**config.mk**
```make
export PLATFORM = sky130hd
export DESIGN_NAME = quad_dac_front
export DESIGN_NICKNAME = d
export VERILOG_FILES = /design/src/rtl/qdac_pkg.sv /design/src/rtl/qdac_ctrl.sv /design/src/rtl/qdac_datapath.sv /design/src/rtl/quad_dac_front.sv
export SDC_FILE = /design/constraint.sdc
export NUM_CORES = 1
export LEC_CHECK = 0
export ABC_AREA = 0
export ABC_CLOCK_PERIOD_IN_PS = 4700
export BUFFER_PORTS_ARGS = -buffer_cell sky130_fd_sc_hd__buf_2
export CAP_MARGIN = 20
export CORE_MARGIN = 2
export CORE_UTILIZATION = 50
export CTS_CLUSTER_DIAMETER = 200
export DETAILED_ROUTE_END_ITERATION = 10
export MAX_ROUTING_LAYER = met4
export PLACE_DENSITY = 0.73
export SLEW_MARGIN = 30
export SYNTH_ARGS = -nofsm -noshare
export SYNTH_HDL_FRONTEND = slang
export SYNTH_SLANG_ARGS = --single-unit
```
**constraint.sdc**
```tcl
create_clock -name clk -period 4.7 [get_ports clk]
set_clock_uncertainty 0.2 [all_clocks]
set_input_delay 0.47 -clock clk [delete_from_list [all_inputs] [get_ports clk]]
set_output_delay 0.47 -clock clk [all_outputs]
set_load 0.005 [all_outputs]
```
**src/rtl/qdac_pkg.sv**
```systemverilog
package qdac_pkg;
  localparam int NUM_CH  = 4;
  localparam int CMD_W   = 4;
  localparam int ADDR_W  = 4;
  localparam int FIELD_W = 16;
  localparam int PAD_W   = 8;
  localparam int HDR_W   = CMD_W + ADDR_W;
  localparam int WORD_W  = PAD_W + HDR_W + FIELD_W;

  typedef enum logic [CMD_W-1:0] {
    CMD_WR_IN      = 4'b0000,
    CMD_UPD        = 4'b0001,
    CMD_WR_UPD_ALL = 4'b0010,
    CMD_WR_UPD     = 4'b0011,
    CMD_PWR_DN     = 4'b0100,
    CMD_NOP        = 4'b1111
  } cmd_e;

  typedef struct packed {
    logic              shift;
    logic              launch;
    logic [NUM_CH-1:0] wrCh;
    logic [NUM_CH-1:0] updCh;
    logic [NUM_CH-1:0] pdCh;
  } strobe_t;
endpackage

```
**src/rtl/qdac_ctrl.sv**
```systemverilog
module qdac_ctrl
  import qdac_pkg::*;
(
  input  logic             clk,
  input  logic             rstN,
  input  logic             sckIn,
  input  logic             csLdN,
  input  logic [HDR_W-1:0] hdr,
  output strobe_t          st
);
  logic sckQ, csQ;
  logic loadEdge;
  logic [CMD_W-1:0]  cmd;
  logic [ADDR_W-1:0] addr;
  logic [NUM_CH-1:0] sel;

  always_ff @(posedge clk) begin
    if (!rstN) begin
      sckQ <= 1'b0;
      csQ  <= 1'b1;
    end else begin
      sckQ <= sckIn;
      csQ  <= csLdN;
    end
  end

  assign loadEdge = csLdN & ~csQ;
  assign cmd  = hdr[HDR_W-1 -: CMD_W];
  assign addr = hdr[ADDR_W-1:0];

  always_comb begin
    for (int k = 0; k < NUM_CH; k++) begin
      sel[k] = (addr == ADDR_W'(k)) || (addr == '1);
    end
  end

  always_comb begin
    st = '0;
    st.shift  = sckIn & ~sckQ & ~csLdN;
    st.launch = ~sckIn & sckQ;
    if (loadEdge && sel != '0) begin
      case (cmd)
        CMD_WR_IN: st.wrCh = sel;
        CMD_UPD:   st.updCh = sel;
        CMD_WR_UPD_ALL: begin
          st.wrCh  = sel;
          st.updCh = '1;
        end
        CMD_WR_UPD: begin
          st.wrCh  = sel;
          st.updCh = sel;
        end
        CMD_PWR_DN: st.pdCh = sel;
        default: ;
      endcase
    end
  end

  // a channel is never powered down and updated by the same command
  assert_no_pd_with_upd_R7: assert property (@(posedge clk) disable iff (!rstN)
    (st.pdCh & st.updCh) == '0);

  // register strobes only on a rising edge of the select line
  assert_strobe_on_load_R2: assert property (@(posedge clk) disable iff (!rstN)
    (|{st.wrCh, st.updCh, st.pdCh}) |-> (csLdN && !$past(csLdN)));
endmodule

```
**src/rtl/qdac_datapath.sv**
```systemverilog
module qdac_datapath
  import qdac_pkg::*;
#(
  parameter int DAC_BITS = 16
) (
  input  logic                       clk,
  input  logic                       rstN,
  input  logic                       sdiIn,
  input  strobe_t                    st,
  output logic [HDR_W-1:0]           hdr,
  output logic                       sdoOut,
  output logic [NUM_CH*DAC_BITS-1:0] dacFlat,
  output logic [NUM_CH-1:0]          pwrDown
);
  logic [WORD_W-1:0]   shiftReg;
  logic [DAC_BITS-1:0] fieldVal;
  logic                sdoReg;

  always_ff @(posedge clk) begin
    if (!rstN) begin
      shiftReg <= '0;
      sdoReg   <= 1'b0;
    end else begin
      if (st.shift)  shiftReg <= {shiftReg[WORD_W-2:0], sdiIn};
      if (st.launch) sdoReg   <= shiftReg[WORD_W-1];
    end
  end

  assign hdr      = shiftReg[FIELD_W +: HDR_W];
  assign fieldVal = shiftReg[FIELD_W-1 -: DAC_BITS];
  assign sdoOut   = sdoReg;

  for (genvar c = 0; c < NUM_CH; c++) begin : gCh
    logic [DAC_BITS-1:0] inReg, dacReg;
    logic                pdReg;

    always_ff @(posedge clk) begin
      if (!rstN) begin
        inReg  <= '0;
        dacReg <= '0;
        pdReg  <= 1'b1;
      end else begin
        if (st.wrCh[c]) inReg <= fieldVal;
        if (st.updCh[c]) begin
          dacReg <= st.wrCh[c] ? fieldVal : inReg;
          pdReg  <= 1'b0;
        end else if (st.pdCh[c]) begin
          pdReg <= 1'b1;
        end
      end
    end

    assign dacFlat[c*DAC_BITS +: DAC_BITS] = dacReg;
    assign pwrDown[c] = pdReg;

    // an updated channel is powered up on the next cycle
    assert_upd_powers_up_R4: assert property (@(posedge clk) disable iff (!rstN)
      st.updCh[c] |=> !pwrDown[c]);
  end

  // power-down alone leaves the DAC values untouched
  assert_pd_keeps_values_R7: assert property (@(posedge clk) disable iff (!rstN)
    (st.pdCh != '0 && st.wrCh == '0 && st.updCh == '0) |=> $stable(dacFlat));

  // with no register strobe, outputs hold
  assert_idle_holds_R8: assert property (@(posedge clk) disable iff (!rstN)
    (st.wrCh == '0 && st.updCh == '0 && st.pdCh == '0)
      |=> ($stable(dacFlat) && $stable(pwrDown)));

  // serial output only moves after a serial-clock falling edge
  assert_sdo_on_fall_R10: assert property (@(posedge clk) disable iff (!rstN)
    (sdoOut != $past(sdoOut)) |-> $past(st.launch));
endmodule

```
**src/rtl/quad_dac_front.sv**
```systemverilog
module quad_dac_front
  import qdac_pkg::*;
#(
  parameter int DAC_BITS = 16
) (
  input  logic                       clk,
  input  logic                       rstN,
  input  logic                       sckIn,
  input  logic                       sdiIn,
  input  logic                       csLdN,
  output logic                       sdoOut,
  output logic [NUM_CH*DAC_BITS-1:0] dacFlat,
  output logic [NUM_CH-1:0]          pwrDown
);
  strobe_t          st;
  logic [HDR_W-1:0] hdr;

  qdac_ctrl uCtrl (
    .clk   (clk),
    .rstN  (rstN),
    .sckIn (sckIn),
    .csLdN (csLdN),
    .hdr   (hdr),
    .st    (st)
  );

  qdac_datapath #(.DAC_BITS(DAC_BITS)) uData (
    .clk     (clk),
    .rstN    (rstN),
    .sdiIn   (sdiIn),
    .st      (st),
    .hdr     (hdr),
    .sdoOut  (sdoOut),
    .dacFlat (dacFlat),
    .pwrDown (pwrDown)
  );
endmodule

```
==> metrics.txt <==
status=finished, final reports clean; global-route wire length before repair=21100 um; dominant cells by area after synthesis=dfxtp_1 55%, mux2i_1 11%, nor2b_1 6.9%, a21oi_1 6.0%, o21ai_0 5.7%; maximum number of pins on one net before global-route repair=about 120; H-tree depth=4; IO buf count=73; Cell Area, Synth=about 6100 sq um; Worst slew margin=0.501; reg2reg end=uData.gCh[3].dacReg[8]; Pins Over Slew Limit=0; drt wl/cell=approximately 16 um; io pins=74; top-count cell post-synth=dfxtp_1; Placer Congestion=between 0.8 and 0.9; setup violators final=0; Row Count=40; YS warnings=0; Post-Route WL=13000 um; CTS tree=done; total CTS buffers=17; Nets=approximately 670; die area=approximately 13000 sq um; Critical Path Max Stage Delay=710 ps; crit path from=uData.shiftReg[18]; layout cells sized above 1=0.179; post-synthesis async set-or-reset flop share=0; die height=114 um; CP required=between 4000 and 5000 ps; Initial Utilization=0.508; Synth Flop Type=dfxtp_1; vias in the first global route=4173; Yosys top cell area share=0.550; CTS sink cnt=167; Post-synth EDFFs=0; total power=2.88 mW; Startpoint Class=flop; DRT antenna net count=0; Core Region=12000 sq um; post-synthesis cell count=613; post-synth cell types=32; CP Depth=5; final hold viol count=0; fmax=between 300 and 400 MHz; worst-path cell chain=nand4_2 -> a2111oi_4 -> nand2_4 -> mux2i_1 -> a21oi_1; CTS resizes=0; Avg Cell Area, Syn=around 10 sq um; number of max-cap violations=0; critical path's slowest cell=a2111oi_4; Global Route Usage Sum=0.213; HPWL after DPL=8110 um; crit path time final=about 2600 ps; post-synth top area cell=dfxtp_1; worst vdd ir=204 uV; sum of negative setup slack=0 ps; post-route clock period utilization=0.562; Die W=114 um; Overflow after GRT=0; RSZ-0062 raised after global routing=no; Root Driver=clkbuf_16; #FFs+latches synth=167; clock buffer depth=2; Post-synth top cells=167 x dfxtp_1, 73 x a21oi_1, 69 x nand2_1, 69 x o21ai_0, 67 x nor2b_1; Worst Path Buf+Inv=0; Initial DRC Count=~240; actual slew at the worst max-slew pin=747 ps; Skew-Pair Late Insertion Delay=410 ps; WP data arrival=2710 ps; Fill cells=1012; Crit. End Element=flop; HP Class=input port to flop; Hold Buf Count CTS=0; Post-Syn Nets=618; Post-route DRC=0; Post-CTS Setup Inserts=0; Via density=5.35; synth-to-layout area growth=16.7%; R2R Path Start=uData.shiftReg[18]; PwrDens=406 nW/um^2; CP Max Fanout=16; 1st-pass router iterations=4; Clock transition at path regs=60 ps; sequential-to-total area share from yosys stat=0.550; CP Capture Point=uData.gCh[3].dacReg[8]; Leakage=3.17 nW; reg-to-reg slack, setup=a little over 2000 ps; Vias=between 4000 and 5000; path depth of the worst reg2reg path=5; Crit path max-delay family=compound AO/OA/AOI/OAI gates; initial antenna violation count=0; Setup CP Type=flop to flop; Antenna diodes=0
-- sequential cells by signal, summed over array words and instances, names as in the netlist --
| register | count |
|---|---|
| uData.gCh.dacReg | 64 |
| uData.gCh.inReg | 64 |
| uData.shiftReg | 32 |
| uData.gCh.pdReg | 4 |
| uCtrl.csQ | 1 |
| uCtrl.sckQ | 1 |
| uData.sdoOut | 1 |
-- cells by family after synthesis --
family	synth area share
multiplexers	0.107
AND/OR/NAND/NOR	0.138
flip-flops	0.550
AO/OA/AOI/OAI	0.168
buffers and inverters	0.0379
-- per-layer routing --
metal | GRT usage | up-vias | part of all wire
met4 | 0.0610 | 0 | 0.016
met5 | - | - | 0
met2 | 0.347 | 78 | 0.50
met1 | 0.266 | 2106 | 0.44
met3 | 0.0519 | 18 | 0.043
li1 | - | 2192 | -
-- final cells by class --
type	instances	area (sq um)	share of cell area
repair buffers	77	410	0.0578
inverters	1	3.75	0.000529
multi-input cells	398	2540	0.359
well taps	147	184	0.0259
clock buffers	22	464	0.0654
clock inverters	10	145	0.0205
flip-flops and latches	167	3340	0.471
-- per-stage QoR --
stage,hold WS (ps),worst slack (ps),util,std cells,instance area (sq um)
after global placement,248,1860,0.539,789,6440
after detailed placement,260,1840,0.540,789,6460
after floorplan,241,2280,-,613,6080
after global routing,88.2,1880,0.593,822,7090
after CTS,84.3,2030,0.591,821,7070
final,94.9,2060,0.593,822,7090
-- cells in the final DEF (no fill, tap or decap), types with 4 or more instances in the layout --
cell type  count
mux2i_1       65
buf_4          4
nand2_4        4
dfxtp_1      167
a21oi_1       70
nor2b_1       67
nand2_1       69
clkbuf_16     17
a21boi_0      32
buf_2         72
o21ai_0       69
-- report_power, final --
part	total (mW)	internal (mW)	leakage, nW	switching [mW]
Combinational	0.0537	0.0215	1.54	0.0323
Clock	1.41	0.868	0.291	0.541
Sequential	1.42	1.42	1.35	0.00174
-- worst min-delay path by stage --
stage,startpoint,endpoint,cells after the start
floorplan,uData.shiftReg[24],uData.shiftReg[25],2
global placement,uData.shiftReg[28],uData.shiftReg[29],2
detailed placement,uData.shiftReg[28],uData.shiftReg[29],2
CTS,csLdN,uCtrl.csQ,2
global route,csLdN,uCtrl.csQ,2
finish,csLdN,uCtrl.csQ,2
(Power assumes the default switching activity.)
